===== src/rtl/port_edge_irq_pkg.sv =====
package port_edge_irq_pkg;

  typedef enum logic [1:0] {
    EDGE_OFF  = 2'd0,
    EDGE_RISE = 2'd1,
    EDGE_FALL = 2'd2,
    EDGE_ANY  = 2'd3
  } edgeMode_t;

  typedef struct packed {
    logic statusClr;   // status write-one-to-clear strobe
    logic filtReload;  // selector changed: reload filter
  } ctrlStrobes_t;

  function automatic logic edgeHit(input logic [1:0] mode, input logic rise, input logic fall);
    logic hit;
    case (edgeMode_t'(mode))
      EDGE_RISE: hit = rise;
      EDGE_FALL: hit = fall;
      EDGE_ANY:  hit = rise | fall;
      default:   hit = 1'b0;
    endcase
    return hit;
  endfunction

endpackage


===== src/rtl/port_edge_glitch_filter.sv =====
module port_edge_glitch_filter #(
  parameter int unsigned FILT_CYCLES = 5
) (
  input  logic clk,
  input  logic rstN,
  input  logic sample,
  input  logic reload,
  output logic level,
  output logic riseEv,
  output logic fallEv
);
  localparam int unsigned CNT_W = $clog2(FILT_CYCLES + 1);
  localparam logic [CNT_W-1:0] LAST = CNT_W'(FILT_CYCLES - 1);

  logic [CNT_W-1:0] holdCnt;
  logic differs;
  logic commit;

  assign differs = (sample != level);
  assign commit  = !reload && differs && (holdCnt == LAST);
  assign riseEv  = commit && sample;
  assign fallEv  = commit && !sample;

  always_ff @(posedge clk) begin
    if (!rstN) begin
      level   <= 1'b0;
      holdCnt <= '0;
    end else if (reload) begin
      level   <= sample;
      holdCnt <= '0;
    end else if (commit) begin
      level   <= sample;
      holdCnt <= '0;
    end else if (differs) begin
      holdCnt <= holdCnt + 1'b1;
    end else begin
      holdCnt <= '0;
    end
  end
endmodule


===== src/rtl/port_edge_irq_ctrl.sv =====
module port_edge_irq_ctrl
  import port_edge_irq_pkg::*;
#(
  parameter int unsigned PIN_COUNT = 8
) (
  input  logic                 clk,
  input  logic                 rstN,
  input  logic                 wrEn,
  input  logic                 wrSel,
  input  logic [31:0]          wrData,
  input  logic                 rdSel,
  input  logic [PIN_COUNT:0]   statusQ,
  output logic [2*PIN_COUNT+2+$clog2(PIN_COUNT)-1:0] cfgWord,
  output logic [PIN_COUNT:0]   clrMask,
  output ctrlStrobes_t         strobes,
  output logic [31:0]          rdData
);
  localparam int unsigned SEL_W = $clog2(PIN_COUNT);
  localparam int unsigned CFG_W = 2*PIN_COUNT + 2 + SEL_W;

  logic cfgLoad;
  logic selDiffers;
  logic reloadQ;
  logic unusedHi;

  assign cfgLoad    = wrEn && !wrSel;
  assign selDiffers = wrData[CFG_W-1 -: SEL_W] != cfgWord[CFG_W-1 -: SEL_W];
  assign unusedHi   = ^wrData[31:CFG_W];

  always_ff @(posedge clk) begin
    if (!rstN) begin
      cfgWord <= '0;
      reloadQ <= 1'b0;
    end else begin
      reloadQ <= cfgLoad && selDiffers;
      if (cfgLoad) cfgWord <= wrData[CFG_W-1:0];
    end
  end

  always_comb begin
    strobes.statusClr  = wrEn && wrSel;
    strobes.filtReload = reloadQ;
    clrMask            = wrData[PIN_COUNT:0];
    rdData             = rdSel ? 32'(statusQ) : 32'(cfgWord);
  end
endmodule


===== src/rtl/port_edge_irq_dp.sv =====
module port_edge_irq_dp
  import port_edge_irq_pkg::*;
#(
  parameter int unsigned PIN_COUNT   = 8,
  parameter int unsigned FILT_CYCLES = 5
) (
  input  logic                 clk,
  input  logic                 rstN,
  input  logic [PIN_COUNT-1:0] pinIn,
  input  logic [2*PIN_COUNT+2+$clog2(PIN_COUNT)-1:0] cfgWord,
  input  logic [PIN_COUNT:0]   clrMask,
  input  ctrlStrobes_t         strobes,
  output logic [PIN_COUNT:0]   statusQ
);
  localparam int unsigned SEL_W = $clog2(PIN_COUNT);
  localparam int unsigned CFG_W = 2*PIN_COUNT + 2 + SEL_W;
  localparam int unsigned FLT_MODE_LSB = 2*PIN_COUNT;

  logic [PIN_COUNT-1:0] syncA;
  logic [PIN_COUNT-1:0] pinSync;
  logic [PIN_COUNT-1:0] pinPrev;
  logic [PIN_COUNT-1:0] pinHit;
  logic [SEL_W-1:0]     fltSel;
  logic                 fltSample;
  logic                 fltLevel;
  logic                 fltRise;
  logic                 fltFall;
  logic                 fltHit;
  logic [PIN_COUNT:0]   setVec;
  logic [PIN_COUNT:0]   keepMask;

  always_ff @(posedge clk) begin
    if (!rstN) begin
      syncA   <= '0;
      pinSync <= '0;
      pinPrev <= '0;
    end else begin
      syncA   <= pinIn;
      pinSync <= syncA;
      pinPrev <= pinSync;
    end
  end

  for (genvar n = 0; n < PIN_COUNT; n++) begin : g_pin
    assign pinHit[n] = edgeHit(cfgWord[2*n+1:2*n],
                               pinSync[n] & ~pinPrev[n],
                               ~pinSync[n] & pinPrev[n]);
  end

  assign fltSel    = cfgWord[CFG_W-1 -: SEL_W];
  assign fltSample = pinSync[fltSel];

  port_edge_glitch_filter #(.FILT_CYCLES(FILT_CYCLES)) i_filter (
    .clk    (clk),
    .rstN   (rstN),
    .sample (fltSample),
    .reload (strobes.filtReload),
    .level  (fltLevel),
    .riseEv (fltRise),
    .fallEv (fltFall)
  );

  assign fltHit   = edgeHit(cfgWord[FLT_MODE_LSB+1:FLT_MODE_LSB], fltRise, fltFall);
  assign setVec   = {fltHit, pinHit};
  assign keepMask = strobes.statusClr ? ~clrMask : '1;

  always_ff @(posedge clk) begin
    if (!rstN) statusQ <= '0;
    else       statusQ <= (statusQ & keepMask) | setVec;
  end

  logic unusedLevel;
  assign unusedLevel = fltLevel;
endmodule


===== src/rtl/port_edge_irq.sv =====
module port_edge_irq
  import port_edge_irq_pkg::*;
#(
  parameter int unsigned PIN_COUNT   = 8,
  parameter int unsigned FILT_CYCLES = 5
) (
  input  logic                 clk,
  input  logic                 rstN,
  input  logic [PIN_COUNT-1:0] pinIn,
  input  logic                 wrEn,
  input  logic                 wrSel,
  input  logic [31:0]          wrData,
  input  logic                 rdSel,
  output logic [31:0]          rdData,
  output logic                 irq
);
  localparam int unsigned SEL_W = $clog2(PIN_COUNT);
  localparam int unsigned CFG_W = 2*PIN_COUNT + 2 + SEL_W;

  logic [CFG_W-1:0]   cfgWord;
  logic [PIN_COUNT:0] statusQ;
  logic [PIN_COUNT:0] clrMask;
  ctrlStrobes_t       strobes;

  port_edge_irq_ctrl #(.PIN_COUNT(PIN_COUNT)) i_ctrl (
    .clk     (clk),
    .rstN    (rstN),
    .wrEn    (wrEn),
    .wrSel   (wrSel),
    .wrData  (wrData),
    .rdSel   (rdSel),
    .statusQ (statusQ),
    .cfgWord (cfgWord),
    .clrMask (clrMask),
    .strobes (strobes),
    .rdData  (rdData)
  );

  port_edge_irq_dp #(.PIN_COUNT(PIN_COUNT), .FILT_CYCLES(FILT_CYCLES)) i_dp (
    .clk     (clk),
    .rstN    (rstN),
    .pinIn   (pinIn),
    .cfgWord (cfgWord),
    .clrMask (clrMask),
    .strobes (strobes),
    .statusQ (statusQ)
  );

  assign irq = |statusQ;
endmodule


===== config.mk =====
export PLATFORM = sky130hd
export DESIGN_NAME = port_edge_irq
export DESIGN_NICKNAME = d
export VERILOG_FILES = /design/src/rtl/port_edge_irq_pkg.sv /design/src/rtl/port_edge_glitch_filter.sv /design/src/rtl/port_edge_irq_ctrl.sv /design/src/rtl/port_edge_irq_dp.sv /design/src/rtl/port_edge_irq.sv
export SDC_FILE = /design/constraint.sdc
export NUM_CORES = 1
export LEC_CHECK = 0
export BUFFER_PORTS_ARGS = -buffer_cell sky130_fd_sc_hd__clkbuf_2
export CORE_UTILIZATION = 54
export CTS_BUF_LIST = sky130_fd_sc_hd__clkbuf_8
export CTS_CLUSTER_SIZE = 25
export DETAILED_ROUTE_END_ITERATION = 8
export HOLD_SLACK_MARGIN = 0.03
export PLACE_DENSITY = 0.79
export SYNTH_ARGS = -nofsm -noshare
export SYNTH_HDL_FRONTEND = slang
export SYNTH_HIERARCHICAL = 1
export SYNTH_SLANG_ARGS = --single-unit

===== constraint.sdc =====
create_clock -name clk -period 2.2 [get_ports clk]
set_input_delay 0.22 -clock clk [delete_from_list [all_inputs] [get_ports clk]]
set_output_delay 0.22 -clock clk [all_outputs]
set_load 0.01 [all_outputs]

=== Word level (Yosys, flattened, before mapping) ===
Cells that the tools add are included.

* Bits in registers: 59
* Input port bits: 45
* Output and inout bits: 33
* Word-level logic and storage cells: 114

* $add $sub $neg: 1
* $lt $le $gt $ge: 1
* Equality and inequality tests: 30
* Multiplexer cells: 15
* Bitwise gates (word level): 46
* Reductions and logical operators: 13

{| class="wikitable"
|+ Operators by type and width
! kind !! number
|-
| $eq A2 B2 Y1 const B || 18
|-
| $pmux W1 S3 || 9
|-
| $mux W21 || 1
|-
| $eq A2 B1 Y1 const B || 9
|-
| $not A1 Y1 || 18
|-
| $and A1 B1 Y1 || 16
|-
| $and A9 B9 Y9 || 1
|-
| $mux W9 || 1
|-
| $not A9 Y9 || 1
|-
| $or A1 B1 Y1 || 9
|-
| $or A9 B9 Y9 || 1
|-
| $reduce_or A9 Y1 || 1
|-
| $logic_and A1 B1 Y1 || 7
|-
| $lt A3 B4 Y1 const B || 1
|-
| $reduce_or A4 Y1 || 1
|-
| $add A3 B1 Y3 const B || 1
|-
| $bmux W1 S3 || 1
|-
| $eq A3 B3 Y1 const B || 1
|-
| $logic_not A1 Y1 || 3
|-
| $mux W1 || 3
|-
| $ne A3 B3 Y1 || 1
|-
| $reduce_bool A2 Y1 || 1
|-
| $ne A1 B1 Y1 || 1
|}

=== Longest topological paths before layout ===
* Word-level depth: 9
* Mapped depth: 6
* Depth with buffers taken out: 6

=== Modules after synthesis ===
The synthesis kept the hierarchy.

{| class="wikitable"
|+ Modules (own cells, without submodules)
! module !! instances !! cells each !! area each (sq um)
|-
| port_edge_irq_dp || 1 || 154 || 1493.9
|-
| port_edge_irq_ctrl || 1 || 143 || 1191.1
|-
| port_edge_glitch_filter || 1 || 22 || 209.0
|-
| port_edge_irq || 1 || 4 || 20.0
|}

=== Worst setup path before layout ===
Ideal clock, no wire load.

* Path type: reg2reg
* Start point: reg i_ctrl.cfgWord[18]
* End point: reg i_dp.statusQ[8]
* Arrival: 1.728 ns
* Required time: 2.075 ns
* Slack: 0.347 ns
* Stages on the path, launching flop included: 6
* Buffers on the path: 0
* Clock period less this slack: 1.853 ns
* Cells stage by stage: dfxtp_1 -> mux4_1 -> mux2_2 -> nor4b_1 -> a222oi_1 -> nor2b_1

* Cells in the longest elaborated chain, start to end: 9
* Elaborated cells between the ends (all ways): 11
* Classes of those cells: eq/ne (1); mux (3); bitwise (2); reduce/logical (5)

{| class="wikitable"
|+ RTL lines
! item !! RTL line !! source
|-
| start, declared || port_edge_irq_ctrl.sv:13 || <nowiki>output logic [2*PIN_COUNT+2+$clog2(PIN_COUNT)-1:0] cfgWord,</nowiki>
|-
| start signal, assigned || port_edge_irq_ctrl.sv:36 || <nowiki>if (cfgLoad) cfgWord <= wrData[CFG_W-1:0];</nowiki>
|-
| $bmux W1 S3 (*) || port_edge_irq_dp.sv:51 || <nowiki>assign fltSample = pinSync[fltSel];</nowiki>
|-
| $mux W1 (not written as such) (*) || port_edge_irq_dp.sv:51 ||
|-
| net i_dp.fltSample || port_edge_irq_dp.sv:24 || <nowiki>logic fltSample;</nowiki>
|-
| $ne A1 B1 Y1 || port_edge_glitch_filter.sv:19 || <nowiki>assign differs = (sample != level);</nowiki>
|-
| $logic_and A1 B1 Y1 (2 in series) || port_edge_glitch_filter.sv:20 || <nowiki>assign commit = !reload && differs && (holdCnt == LAST);</nowiki>
|-
| $logic_and A1 B1 Y1 (*) || port_edge_glitch_filter.sv:21 || <nowiki>assign riseEv = commit && sample;</nowiki>
|-
| net i_dp.fltRise || port_edge_irq_dp.sv:26 || <nowiki>logic fltRise;</nowiki>
|-
| $or A1 B1 Y1 || port_edge_irq_pkg.sv:20 || <nowiki>EDGE_ANY: hit = rise | fall;</nowiki>
|-
| $pmux W1 S3 (*) || port_edge_irq_pkg.sv:17 || <nowiki>case (edgeMode_t'(mode))</nowiki>
|-
| $or A9 B9 Y9 (*) || port_edge_irq_dp.sv:69 || <nowiki>else statusQ <= (statusQ & keepMask) | setVec;</nowiki>
|-
| end signal, assigned || port_edge_irq_dp.sv:69 ||
|-
| end, declared || port_edge_irq_dp.sv:13 || <nowiki>output logic [PIN_COUNT:0] statusQ</nowiki>
|}

Mark *: on every way through the listed nets, which the timed path passes. The rest lies on a longest branch. The select of a mux whose other input is x is not followed.
A chain may end at the register's enable or synchronous reset.

=== Final worst setup path ===
* Start point: reg i_ctrl.cfgWord[18]
* End point: reg i_dp.statusQ[8]

* Cells in the longest elaborated chain, start to end: 9
* Elaborated cells between the ends (all ways): 11
* Classes of those cells: eq/ne (1); mux (3); bitwise (2); reduce/logical (5)

{| class="wikitable"
|+ RTL lines
! item !! RTL line !! source
|-
| $bmux W1 S3 (*) || port_edge_irq_dp.sv:51 ||
|-
| $mux W1 (not written as such) (*) || port_edge_irq_dp.sv:51 ||
|-
| net i_dp.fltSample || port_edge_irq_dp.sv:24 ||
|-
| $ne A1 B1 Y1 || port_edge_glitch_filter.sv:19 ||
|-
| $logic_and A1 B1 Y1 (2 in series) || port_edge_glitch_filter.sv:20 ||
|-
| $logic_and A1 B1 Y1 (*) || port_edge_glitch_filter.sv:22 || <nowiki>assign fallEv = commit && !sample;</nowiki>
|-
| net i_dp.fltFall || port_edge_irq_dp.sv:27 || <nowiki>logic fltFall;</nowiki>
|-
| $or A1 B1 Y1 || port_edge_irq_pkg.sv:20 ||
|-
| $pmux W1 S3 (*) || port_edge_irq_pkg.sv:17 ||
|-
| $or A9 B9 Y9 (*) || port_edge_irq_dp.sv:69 ||
|}

Marks and branches as above.

==> flow_summary.json <==
{
  "leakage_nw": 1.45,
  "drv_slew": 0,
  "dr_total_vias": 2179,
  "grt_pass1_vias": 2083,
  "finalWorstSetupSlack_ns": 0.222,
  "grt_pass1_wl_mm": 9.22,
  "cellPowerDensity_nw_per_um2": 697,
  "worstPathRequired_ns": 2.47,
  "drc": 0,
  "final.setup.tns_ns": 0,
  "cts_buffer_depth": 2,
  "irDropWorstVdd_uv": 583,
  "track_usage": 0.223,
  "fin_nets": 433,
  "pwr-share-comb": 0.091,
  "wl_mm": 5.65,
  "r2r-start": "i_ctrl/cfgWord[18]",
  "cell_internal_pwr_mw": 1.78,
  "pwr-share-seq": 0.493,
  "finalCriticalPeriod_ns": 1.98,
  "clock-root-buffer": "clkbuf_8",
  "num_rows": 26,
  "fin_skew_ns": 0.00809,
  "grt_max_degree": 23,
  "synth-seq-cells": 59,
  "start_kind": "register",
  "ios": 78,
  "yosys-top-cells-area": "dfxtp_1 41%, ha_1 7.7%, nand2_1 7.2%",
  "power.switching_mw": 0.540,
  "crit_type": "reg2reg",
  "netlist_area_um2": 2910,
  "cts-htree-levels": 3,
  "ys_seq_area_frac": 0.405,
  "portBuffers": 55,
  "synth.distinct_cells": 32,
  "hold_start": "pinIn[7]",
  "synth_warnings": 6,
  "path_max_fanout": 5,
  "slew-limit-headroom": 0.664,
  "rsz0062_at_grt": "false",
  "crit_start": "i_ctrl/cfgWord[18]",
  "ctsHoldBuffers": 0,
  "p_sw_frac": 0.233,
  "cp-end-kind": "register",
  "worst_pin_slew_ns": 0.503,
  "hold_viol": 0,
  "syn_to_final_growth_pct": 14.1,
  "ant_nets": 0,
  "period_share": 0.899,
  "grt_overflow": 0,
  "yosys.area.top_type": "dfxtp_1",
  "clock.fmax_mhz": 506,
  "place_congestion": 0.791,
  "cts_setup_buffers": 0,
  "start_util": 0.567,
  "worstPathArrival_ns": 2.25,
  "clk_latency_ns": 0.33,
  "p_total_mw": 2.32,
  "pwr-share-clk": 0.416,
  "cts_tree": "yes",
  "antenna_found_initial": 0,
  "wl_per_cell_um": 12.7,
  "final-setup-viol-count": 0,
  "drtIter0Drc": 89,
  "drtPass1Iterations": 4,
  "hpwl_mm": 3.95,
  "die-area_um2": 5690,
  "cts_num_sinks": 59,
  "synthCells": 323,
  "drive_above_1_share": 0.222,
  "core_area_um2": 5140,
  "status": "complete, no violations",
  "dp_slack_ns": 0.230,
  "whs_ns": 0.0896,
  "drv_cap": 0,
  "hp-class": "in2reg",
  "clkTransAtPathRegs_ns": 0.07,
  "antennaDiodeCount": 0,
  "syn_avg_cell_area_um2": 9.02,
  "yosys.area.top_type_share": 0.405,
  "die_h_um": 75.5,
  "cts_buffers": 9,
  "avgViaCountPerCell": 4.91,
  "cts-resized-gates": 0,
  "die_w_um": 75.5
}
synth_stat cells:
library cell / instances
nor4b_1: 2
o21ai_0: 7
nor4_2: 1
conb_1: 1
inv_1: 27
xnor2_1: 2
and2_1: 25
nand2_1: 56
mux2i_1: 1
o211ai_1: 1
nor4_1: 3
ha_1: 18
buf_2: 3
nor2b_1: 27
a21boi_0: 9
mux2_2: 10
nand3_1: 1
nor3_1: 1
mux4_1: 2
dfxtp_1: 59
a222oi_1: 1
a32oi_1: 7
clkbuf_1: 7
xor2_1: 3
and2b_1: 1
a21boi_1: 20
a2bb2oi_1: 1
nor2_1: 1
buf_4: 23
o311a_1: 1
a21o_1: 1
nand2b_1: 1
power groups by stage:
stage | sequential [mW] | combinational [mW] | clock, mW
floorplan | 1.15 | 0.163 | 0
global placement | 1.16 | 0.205 | 0
detailed placement | 1.16 | 0.210 | 0
CTS | 1.14 | 0.212 | 0.992
global route | 1.15 | 0.237 | 1.04
finish | 1.14 | 0.210 | 0.964
path summary, 6_finish.rpt:
path                            slack [ns]              end  cells after the start
worst min register to register        0.43  i_dp/pinSync[5]                      1
worst max-delay path                  0.22  i_dp/statusQ[8]                      5
worst max register to register        0.22  i_dp/statusQ[8]                      5
worst min-delay path                  0.09    i_dp/syncA[7]                      2
area by class of cell:
type / instances / area, µm²
Inverter: 27 / 101
Fill cell: 452 / 1820
Tap cell: 70 / 87.6
Sequential cell: 59 / 1180
Clock buffer: 11 / 151
Clock inverter: 4 / 42.5
Timing Repair Buffer: 59 / 305
Multi-Input combinational cell: 214 / 1460
logic make-up (layout without fill, tap and decap cells):
| logic type | Yosys count | after routing | synth area share |
|---|---|---|---|
| muxes | 13 | 13 | 0.0601 |
| and+or+nand+nor | 119 | 119 | 0.210 |
| xor gates and xnor gates | 5 | 5 | 0.0150 |
| DFF | 59 | 59 | 0.405 |
| AOI/OAI and AO/OA | 48 | 48 | 0.123 |
| buffers and inverters | 60 | 101 | 0.108 |
| adders and majority gates | 18 | 18 | 0.0773 |
| other | 1 | 11 | 0.00129 |
state kept, by name (all words and copies together), names as in the netlist:
register               count
i_dp/i_filter/holdCnt      3
i_ctrl/cfgWord            21
i_dp/pinSync               8
i_dp/pinPrev               8
i_dp/syncA                 8
i_dp/i_filter/level        1
i_dp/statusQ               9
i_ctrl/reloadQ             1
critical path: stages (launching register included):
cell and delay [ns]:
dfxtp_1 0.41, mux4_1 0.57, mux2_2 0.32, nor4b_1 0.35
a222oi_1 0.14, nor2b_1 0.13
layer usage:
layer / up-vias / routed length, µm / share of wire / global-route usage
li1: 1116 / - / - / -
met1: 996 / 2530 / 0.45 / 0.276
met2: 54 / 2760 / 0.49 / 0.357
met3: 13 / 231 / 0.041 / 0.0529
met4: 0 / 128 / 0.023 / 0.130
met5: - / 0 / 0 / 0
layout by cell type, fill, tap and decap left out, drive strengths merged, types with 2 or more instances in the layout:
cell type	count
and2	25
xor2	3
o21ai	7
a21boi	29
dfxtp	59
buf	4
nor2b	27
nor4b	2
inv	29
nand2	56
clkbuf	66
xnor2	2
conb	11
a32oi	7
nor4	4
ha	18
mux2	10
mux4	2
per-stage QoR:
stage | std cells | instance area, µm² | util
2_1_floorplan | 333 | 2950 | -
3_3_place_gp | 429 | 3130 | 0.609
3_5_place_dp | 429 | 3130 | 0.609
4_1_cts | 444 | 3320 | 0.647
5_1_grt | 444 | 3320 | 0.647
6_report | 444 | 3320 | 0.647
(Power assumes the default switching activity.)
